`config.mk`:
```
export PLATFORM = sky130hd
export DESIGN_NAME = sar_adc_ctrl
export DESIGN_NICKNAME = d
export VERILOG_FILES = /design/src/rtl/sar_pkg.sv /design/src/rtl/sar_seq.sv /design/src/rtl/sar_code.sv /design/src/rtl/sar_adc_ctrl.sv
export SDC_FILE = /design/constraint.sdc
export NUM_CORES = 1
export LEC_CHECK = 0
export ABC_AREA = 1
export CAP_MARGIN = 20
export CORE_UTILIZATION = 45
export CTS_CLUSTER_DIAMETER = 100
export CTS_CLUSTER_SIZE = 14
export DETAILED_ROUTE_END_ITERATION = 10
export HOLD_SLACK_MARGIN = 0.05
export PLACE_DENSITY = 0.7
export SLEW_MARGIN = 10
export SYNTH_ARGS = -nofsm -noshare
export SYNTH_HDL_FRONTEND = slang
export SYNTH_SLANG_ARGS = --single-unit
```
`constraint.sdc`:
```
create_clock -name clk -period 1.5 [get_ports clk]
set_clock_uncertainty 0.1 [all_clocks]
set_input_delay 0.3 -clock clk [delete_from_list [all_inputs] [get_ports clk]]
set_output_delay 0.3 -clock clk [all_outputs]
set_load 0.1 [all_outputs]
```
`src/rtl/sar_pkg.sv`:
```
package sar_pkg;
  typedef enum logic [1:0] {
    PH_IDLE  = 2'd0,
    PH_CLR   = 2'd1,
    PH_TRIAL = 2'd2
  } phase_t;
endpackage

```
`src/rtl/sar_seq.sv`:
```
module sar_seq #(
  parameter int N = 8,
  localparam int IW = (N > 1) ? $clog2(N) : 1
) (
  input  logic              clk,
  input  logic              rst_n,
  input  logic              start,
  output sar_pkg::phase_t   phase,
  output logic [IW-1:0]     idx,
  output logic              done
);
  import sar_pkg::*;

  localparam logic [IW-1:0] TOP_IDX = IW'(N - 1);

  always_ff @(posedge clk or negedge rst_n) begin
    if (!rst_n) begin
      phase <= PH_IDLE;
      idx   <= '0;
      done  <= 1'b0;
    end else begin
      done <= 1'b0;
      unique case (phase)
        PH_IDLE: if (start) phase <= PH_CLR;
        PH_CLR: begin
          phase <= PH_TRIAL;
          idx   <= TOP_IDX;
        end
        PH_TRIAL: begin
          if (idx == '0) begin
            phase <= PH_IDLE;
            done  <= 1'b1;
          end else begin
            idx <= idx - 1'b1;
          end
        end
        default: phase <= PH_IDLE;
      endcase
    end
  end

  // the clearing phase lasts one cycle and hands over to the MSB trial
  p_clr_one_cycle_r2: assert property (@(posedge clk) disable iff (!rst_n)
    phase == PH_CLR |=> (phase == PH_TRIAL && idx == TOP_IDX));

  // done only follows the LSB decision
  p_done_after_lsb_r5: assert property (@(posedge clk) disable iff (!rst_n)
    done |-> $past(phase == PH_TRIAL && idx == '0));

  // start while running never restarts the clearing phase
  p_start_ignored_r7: assert property (@(posedge clk) disable iff (!rst_n)
    (phase != PH_IDLE && start) |=> phase != PH_CLR);
endmodule

```
`src/rtl/sar_code.sv`:
```
module sar_code #(
  parameter int N = 8,
  localparam int IW = (N > 1) ? $clog2(N) : 1
) (
  input  logic              clk,
  input  logic              rst_n,
  input  logic              launch,
  input  sar_pkg::phase_t   phase,
  input  logic [IW-1:0]     idx,
  input  logic              cmp_ge,
  output logic [N-1:0]      code,
  output logic [N-1:0]      result
);
  import sar_pkg::*;

  localparam logic [N-1:0] MSB_ONLY = {1'b1, {(N-1){1'b0}}};

  logic [N-1:0]  trial_next;
  logic [IW-1:0] idx_below;

  always_comb begin
    idx_below  = idx - 1'b1;
    trial_next = code;
    trial_next[idx] = cmp_ge;
    if (idx != '0) trial_next[idx_below] = 1'b1;
  end

  always_ff @(posedge clk or negedge rst_n) begin
    if (!rst_n) begin
      code   <= '0;
      result <= '0;
    end else begin
      unique case (phase)
        PH_IDLE:  if (launch) code <= '0;
        PH_CLR:   code <= MSB_ONLY;
        PH_TRIAL: begin
          code <= trial_next;
          if (idx == '0) result <= trial_next;
        end
        default: code <= code;
      endcase
    end
  end

  // a trial never disturbs bits already decided above it
  p_upper_bits_hold_r4: assert property (@(posedge clk) disable iff (!rst_n)
    phase == PH_TRIAL |=>
      ((code ^ $past(code)) >> (int'($past(idx)) + 1)) == '0);

  // idle without a launch keeps code and result steady
  p_idle_hold_r8: assert property (@(posedge clk) disable iff (!rst_n)
    (phase == PH_IDLE && !launch) |=> ($stable(code) && $stable(result)));
endmodule

```
`src/rtl/sar_adc_ctrl.sv`:
```
module sar_adc_ctrl #(
  parameter int N = 8
) (
  input  logic         clk,
  input  logic         rst_n,
  input  logic         start,
  input  logic         cmp_ge,
  output logic [N-1:0] dac_code,
  output logic [N-1:0] result,
  output logic         busy,
  output logic         done
);
  import sar_pkg::*;

  localparam int IW = (N > 1) ? $clog2(N) : 1;

  phase_t        phase;
  logic [IW-1:0] idx;
  logic          launch;

  assign launch = (phase == PH_IDLE) && start;
  assign busy   = (phase != PH_IDLE);

  sar_seq #(.N(N)) u_seq (
    .clk   (clk),
    .rst_n (rst_n),
    .start (start),
    .phase (phase),
    .idx   (idx),
    .done  (done)
  );

  sar_code #(.N(N)) u_code (
    .clk    (clk),
    .rst_n  (rst_n),
    .launch (launch),
    .phase  (phase),
    .idx    (idx),
    .cmp_ge (cmp_ge),
    .code   (dac_code),
    .result (result)
  );

  // done and busy are never high together
  p_busy_done_excl_r5: assert property (@(posedge clk) disable iff (!rst_n)
    $onehot0({busy, done}));

  // in the done cycle the DAC is already showing the latched result
  p_done_shows_result_r8: assert property (@(posedge clk) disable iff (!rst_n)
    done |-> (dac_code == result));

  // an accepted start makes the next cycle busy with a cleared code
  p_launch_clears_r2: assert property (@(posedge clk) disable iff (!rst_n)
    launch |=> (busy && dac_code == '0));
endmodule

```
## After elaboration in Yosys (flattened, before gate mapping)

Index checks and enable logic that the tools add are counted.

- $lt $le $gt $ge: 4
- Eq/ne operators: 6
- Reduce and logical (&&, ||, !) cells: 13
- Bitwise gates (word level): 1
- $add $sub $neg: 1
- Mux-type cells: 15

Operators by type and width:

| operator | count |
|---|---|
| $pmux W8 S3 | 1 |
| $mux W8 | 2 |
| $bwmux W8 | 1 |
| $lt A3 B4 Y1 const B | 2 |
| $or A8 B8 Y8 | 1 |
| $reduce_and A2 Y1 | 4 |
| $demux W1 S3 | 2 |
| $ge A3 B1 Y1 const B | 2 |
| $ne A2 B2 Y1 const B | 3 |
| $pmux W2 S3 | 1 |
| $pmux W3 S2 | 1 |
| $reduce_bool A3 Y1 | 2 |
| $mux W1 | 4 |
| $mux W2 | 2 |
| $reduce_bool A2 Y1 | 2 |
| $logic_and A1 B1 Y1 | 3 |
| $logic_not A3 Y1 | 1 |
| $mux W3 | 1 |
| $sub A3 B1 Y3 const B | 1 |
| $eq A2 B1 Y1 const B | 1 |
| $eq A2 B2 Y1 const B | 1 |
| $logic_not A2 Y1 | 1 |
| $ne A2 B1 Y1 const B | 1 |

- Register bits: 22
- Word-level logic and storage cells: 45
- Input bits: 4
- Output and inout port bits: 18

## Depth between registers and ports, before layout

Gate-level depths: netlist of the first run.

- Depth after elaboration: 8
- Gate-level depth with buffers: 11
- Mapped depth without buffers: 10

## Modules after synthesis

Synthesis of the first run repeated with hierarchy kept, for this count alone.

- Cell total of the unflattened synthesis: 202
- Area, all modules: 1402.6 um^2

Modules (own cells, without submodules):

| module | cells an instance | sequential area each (um^2) | area an instance (um^2) | times used |
|---|---|---|---|---|
| sar_code | 164 | 400.4 | 1077.3 | 1 |
| sar_seq | 33 | 150.1 | 301.5 | 1 |
| sar_adc_ctrl | 5 | 0.0 | 23.8 | 1 |

## Worst setup path before layout of the first run

Ideal clock, no wire load.

- Path type: register to output
- From: register u_seq.phase[0]
- To: output port busy
- Required time: 1100 ps
- Stages on the path, launching flop included: 4
- Slack: -126 ps
- Path buffers: 0
- Arrival time: 1226 ps
- Path through: dfrtp_1 inv_1 ha_1 inv_1

- Word-level cells in the longest chain between the ends: 1

Ends and longest elaborated chain:

| what | line | text |
|---|---|---|
| start, declared | sar_seq.sv:8 | `output sar_pkg::phase_t phase,` |
| start signal, assigned | sar_seq.sv:18 | `phase <= PH_IDLE;` |
| start signal, assigned | sar_seq.sv:24 | `PH_IDLE: if (start) phase <= PH_CLR;` |
| start signal, assigned | sar_seq.sv:26 | `phase <= PH_TRIAL;` |
| $reduce_bool A2 Y1 | sar_adc_ctrl.sv:22 | `assign busy = (phase != PH_IDLE);` |
| end, declared | sar_adc_ctrl.sv:10 | `output logic busy,` |

Every way passes these cells.

## Worst setup path after layout of the first run

Same ends and word-level chain as after synthesis.

==> results of run 1 <==
per-layer routing:
layer  global-route usage, %  share of wire (%)  wire (um)
met1                    27.8                 42       1610
met2                    37.0                 52       1990
met3                    3.26                4.0        153
met4                    11.1                2.3         87
met5                       0                  0          0
synth_stat cells, types with 2 or more instances:
cell | n | area share, %
nand2_1 | 92 | 27
nand2_2 | 2 | 0.96
nor2_1 | 11 | 3.2
nand4_1 | 5 | 2.4
a21oi_1 | 2 | 0.77
inv_1 | 21 | 6.1
nand3_1 | 8 | 3.1
ha_1 | 7 | 6.7
dfrtp_1 | 22 | 42
o21ai_0 | 6 | 2.3
inv_2 | 3 | 0.87
per-stage QoR:
| stage | setup slack [ns] | util (%) | TNS [ns] | hold slack [ns] |
|---|---|---|---|---|
| floorplan | -0.000817 | - | -0.000817 | -0.0956 |
| global placement | -0.0531 | 64.6 | -0.240 | 0.420 |
| detailed placement | -0.111 | 64.6 | -0.920 | 0.430 |
| CTS | -0.132 | 68.3 | -0.136 | 0.227 |
| global route | -0.243 | 76.7 | -3.32 | 0.229 |
| finish | -0.182 | 76.7 | -1.85 | 0.213 |
worst max path at each step:
stage                                           from                           end  slack [ns]  cells after the start
after floorplan           u_seq.phase[0]$_DFFE_PN0P_                          busy     -0.0008                      3
after global placement                        cmp_ge  u_code.result[6]$_DFFE_PN0P_       -0.05                      7
after detailed placement                      cmp_ge    u_code.code[6]$_DFFE_PN0P_       -0.11                      7
after CTS                 u_seq.phase[0]$_DFFE_PN0P_                          busy       -0.13                      4
after global routing      u_seq.phase[0]$_DFFE_PN0P_    u_code.code[6]$_DFFE_PN0P_       -0.24                      7
final                     u_seq.phase[0]$_DFFE_PN0P_                          busy       -0.18                      4
sequential cells by signal (all words and copies together), names as in the netlist:
name / flops
u_seq.idx: 3
u_code.result: 8
u_code.code: 8
u_seq.phase: 2
u_seq.done: 1
logic make-up (layout without fill, tap and decap cells):
| kind of cell | after synthesis | count (layout) | synth area share [%] |
|---|---|---|---|
| buf+inv | 28 | 71 | 9.06 |
| flops | 22 | 22 | 42.4 |
| simple gates | 121 | 122 | 38.3 |
| fa+ha+maj | 7 | 7 | 6.75 |
| compound gates | 9 | 9 | 3.47 |
area by class of cell:
type                    count  area, um2  share of cell area [%]
clock buffers               4       36.3                    1.73
repair buffers             42        577                    27.5
flip-flops and latches     22        552                    26.3
well taps                  31       38.8                    1.85
inverters                  24       98.8                    4.71
repair inverters            1       5.00                   0.239
multi-input cells         138        790                    37.6
what timing repair did:
action                     4_1_cts  5_1_grt
pin swaps                        2       11
gates cloned                     0        2
gates resized for setup         11       41
setup buffers                    5        8
setup endpoints to repair       19       22
worst register-to-register path: stages, from the launching register on:
cell and delay, ns:
dfrtp_1 0.43, buf_4 0.16, ha_1 0.34, inv_2 0.12, nor2_1 0.16, buf_4 0.19, nand2_1 0.07, nand2_1 0.05
==> flow_summary_export.csv, run 1 <==
group,metric,value,unit
critical_path,cp-end-kind,"output port",
global_route,antenna_found_initial,0,
detailed_routing,drt-total-wl,3840,um
clock_tree,clk_latency,0.31,ns
layout,nFillCells,183,
critical_path,cp-start-kind,"flip-flop",
synth,synthArstFlopShare,100,%
timing,drv_slew,0,
placement,io_buffers,21,
synth,synth-edff-count,0,
synth,ys_warn_count,0,
critical_path,required,1.10,ns
critical_path,worst-setup-path-type,"flip-flop to output port",
critical_path,cp.buffers_inverters,3,
layout,syn2layout_area_growth,61.6,%
critical_path,r2r_cells,7,
critical_path,r2r_start,"u_seq.phase[1]$_DFFE_PN0P_",
layout,finalNonFillerCells,262,
clock_tree,cts_made_buffers,3,
die,io_pins,22,
critical_path,worstPathArrival,1.28,ns
global_route,overflow,0,
layout,final_cell_mix,"nand2_1, dfrtp_1, buf_12, nand2_2, buf_4",
placement,placed_cells,243,
critical_path,slowest_stage,"dfrtp_1",
layout,drive_above_1_share,39.8,%
global_route,grt_pass1_vias,1240,
clock_tree,path_clk_slew,0.13,ns
placement,place.gp.congestion,0.888,
synth,syn_inst,187,
detailed_routing,final_antenna_net_count,0,
critical_path,r2r_slack,-0.16,ns
die,coreArea,2730,um2
critical_path,path_max_fanout,4,
timing,hold_viol,0,
die,die_x,55.7,um
timing,fin_crit,1.68,ns
timing,grt_setup_unrepaired,"true",
timing,fin_crit_sh,112,%
timing,slew_headroom,78.4,%
detailed_routing,routed_via_density,5.20,
critical_path,cpPeakStageDelay,0.43,ns
critical_path,cpLargestDelayFamily,"flip-flops",
layout,layout_commonest_cell,"nand2_1",
die,die_h,55.7,um
timing,max_clock_freq,595,MHz
synth,synthDistinctLibCells,19,
flow_run,max-cap-violations,0,
detailed_routing,drc,0,
synth,syn_area_per_cell,6.94,um2
synth,synth_fp_nets,198,
timing,tightest_slew,0.323,ns
placement,post_dp_cell_area,1770,um2
layout,final_nets,243,
critical_path,crit_chain,"inv_2 > ha_4 > clkinvlp_4 > buf_12",
detailed_routing,drt_iter0_drc,63,
clock_tree,h-tree-depth,1,
synth,synth_ff_type,"dfrtp_1",
detailed_routing,detail_route.first_pass.iterations,4,
clock_tree,cts_hold_buf,0,
hold_path,hp-class,"primary input to asynchronous set/reset pin",
timing,setup_viol,18,
placement,place_hpwl,2330,um
layout,antenna_cells,0,
clock_tree,cts-root-buf,"clkbuf_4",
die,die_area,3100,um2
clock_tree,clock_sinks,22,
global_route,grt_max_degree,23,
status,violations,"negative setup slack",
detailed_routing,wl_per_cell,14.6,um
status,run_status,"complete, but fails checks",
layout,final_area,2100,um2
detailed_routing,vias,1362,
die,row_count,19,
clock_tree,cts_tree,"yes",
synth,syn_area,1300,um2
clock_tree,cts_max_path_buffers,2,
timing,fin_ws,-0.182,ns
critical_path,rr_endpoint,"u_code.code[7]$_DFFE_PN0P_",
global_route,grt_usage,22.1,%
global_route,grt_pass1_wl,5420,um
synth,synth-seq-area-share,42.4,%
die,start_util,47.5,%
synth,ys_ff_latch,22,
Power of run 1 is not shown: default switching activity piles up to over one toggle a cycle in this logic, so the estimate is an artifact.
==> run 2: changes to the inputs <==
--- a/config.mk
+++ b/config.mk
@@ -7,11 +7,12 @@
 export LEC_CHECK = 0
 export ABC_AREA = 1
 export CAP_MARGIN = 20
+export CORE_ASPECT_RATIO = 2
 export CORE_UTILIZATION = 45
 export CTS_CLUSTER_DIAMETER = 100
 export CTS_CLUSTER_SIZE = 14
 export DETAILED_ROUTE_END_ITERATION = 10
-export HOLD_SLACK_MARGIN = 0.05
+export HOLD_SLACK_MARGIN = 0.08
 export PLACE_DENSITY = 0.7
 export SLEW_MARGIN = 10
 export SYNTH_ARGS = -nofsm -noshare
==> flow_summary_export.csv, run 2 (synthesized netlist as in run 1, its figures left out) <==
group,metric,value,unit
status,run_status,"complete, but fails checks",
status,violations,"negative setup slack",
detailed_routing,drt_iter0_drc,28,
layout,finalNonFillerCells,257,
critical_path,crit_chain,"inv_2 > ha_4 > clkinvlp_4 > buf_12",
critical_path,required,1.10,ns
timing,slew_headroom,80.3,%
clock_tree,path_clk_slew,0.08,ns
critical_path,worstPathArrival,1.18,ns
clock_tree,cts_made_buffers,3,
critical_path,slowest_stage,"dfrtp_1",
timing,finalSetupTns,-0.455,ns
layout,syn2layout_area_growth,60.5,%
placement,io_buffers,21,
die,row_count,27,
timing,tightest_slew,0.294,ns
global_route,overflow,0,
die,die_x,40.0,um
layout,reg.largest.list,"u_code.code (8), u_code.result (8), u_seq.idx (3)",
detailed_routing,final_antenna_net_count,0,
placement,place_hpwl,2420,um
clock_tree,cts_max_path_buffers,2,
layout,final_nets,240,
die,die_h,77.9,um
detailed_routing,detail_route.first_pass.iterations,4,
placement,placed_cells,242,
detailed_routing,vias,1326,
timing,grt_setup_unrepaired,"true",
detailed_routing,routed_via_density,5.16,
timing,setup_viol,11,
global_route,grt_pass1_wl,5160,um
timing,hold_slack,0.283,ns
global_route,grt_usage,23.3,%
timing,fin_crit,1.58,ns
detailed_routing,wl_per_cell,13.9,um
timing,fin_ws,-0.0781,ns
clock_tree,h-tree-depth,1,
global_route,grt_max_degree,23,
clock_tree,cts-root-buf,"clkbuf_8",
global_route,antenna_found_initial,0,
clock_tree,cts_tree,"yes",
critical_path,cp-end-kind,"output port",
placement,place.gp.congestion,0.812,
layout,antenna_cells,0,
clock_tree,cts_hold_buf,0,
clock_tree,clock_sinks,22,
flow_run,max-cap-violations,0,
global_route,grt_pass1_vias,1258,
detailed_routing,drt-total-wl,3570,um
layout,final_cell_mix,"nand2_1, dfrtp_1, buf_12, nand2_2, buf_4",
critical_path,worst-setup-path-type,"flip-flop to output port",
timing,fin_crit_sh,105,%
timing,max_clock_freq,634,MHz
critical_path,path_max_fanout,3,
critical_path,r2r_cells,8,
die,die_area,3120,um2
critical_path,cpPeakStageDelay,0.40,ns
clock_tree,clk_latency,0.26,ns
timing,hold_viol,0,
layout,layout_commonest_cell,"nand2_1",
layout,drive_above_1_share,38.6,%
critical_path,cp-start-kind,"flip-flop",
die,io_pins,22,
detailed_routing,drc,0,
timing,drv_slew,0,
die,start_util,47.4,%
hold_path,hp-class,"primary input to asynchronous set/reset pin",
die,coreArea,2740,um2
## run 2: cell count changes in the layout (fill, tap and decap cells not counted), sizes merged
cell / change
clkinv: -1
buf: -1
nand2: -1
## run 2: worst paths after layout
path                                              start  slack, ns                            to
max                          u_seq.phase[0]$_DFFE_PN0P_      -0.08                          busy
min reg2reg                u_code.result[4]$_DFFE_PN0P_       0.45  u_code.result[4]$_DFFE_PN0P_
min                                               rst_n       0.28  u_code.result[4]$_DFFE_PN0P_
min in group clk           u_code.result[4]$_DFFE_PN0P_       0.45  u_code.result[4]$_DFFE_PN0P_
max in group asynchronous                         rst_n       0.77      u_seq.idx[2]$_DFFE_PN0P_
max reg2reg                    u_seq.idx[0]$_DFFE_PN0P_      -0.06  u_code.result[5]$_DFFE_PN0P_
## run 2: repair_timing
item | 4_1_cts | 5_1_grt
buffers inserted | 3 | 8
endpoints found under the setup margin | 9 | 22
resized for setup | 7 | 45
hold endpoints to repair | 0 | 0
pin swaps | 1 | 26
cloned | 0 | 0
## run 2: area by class of cell
class | count | area (um2)
Inverter | 24 | 96.3
Fill cell | 183 | 654
Sequential cell | 22 | 552
Multi-Input combinational cell | 137 | 782
Clock buffer | 4 | 55.1
Timing Repair Buffer | 41 | 561
Tap cell | 29 | 36.3
## run 2: stage by stage
stage | setup slack, ns | utilization (%) | instance area, um2
floorplan | -0.000817 | - | 1300
global placement | -0.0791 | 64.7 | 1770
detailed placement | -0.0629 | 64.7 | 1770
CTS | -0.0491 | 68.2 | 1870
global route | -0.103 | 76.1 | 2080
finish | -0.0781 | 76.1 | 2080
## run 2: worst max-delay path, delay by kind of cell (launching register included)
family                   cells  cell delay, ns
adder cells (fa/ha/maj)      1            0.15
buffers and inverters        3            0.36
flip-flops                   1            0.40
## run 2: routing by layer
layer	share of wire (%)	global-route usage [%]	wire length, um
met5	0	0	0
met4	3.4	8.97	122
met3	2.5	3.14	90
met2	57	42.9	2030
met1	37	23.4	1330
Power of run 2 is left out for the same reason.
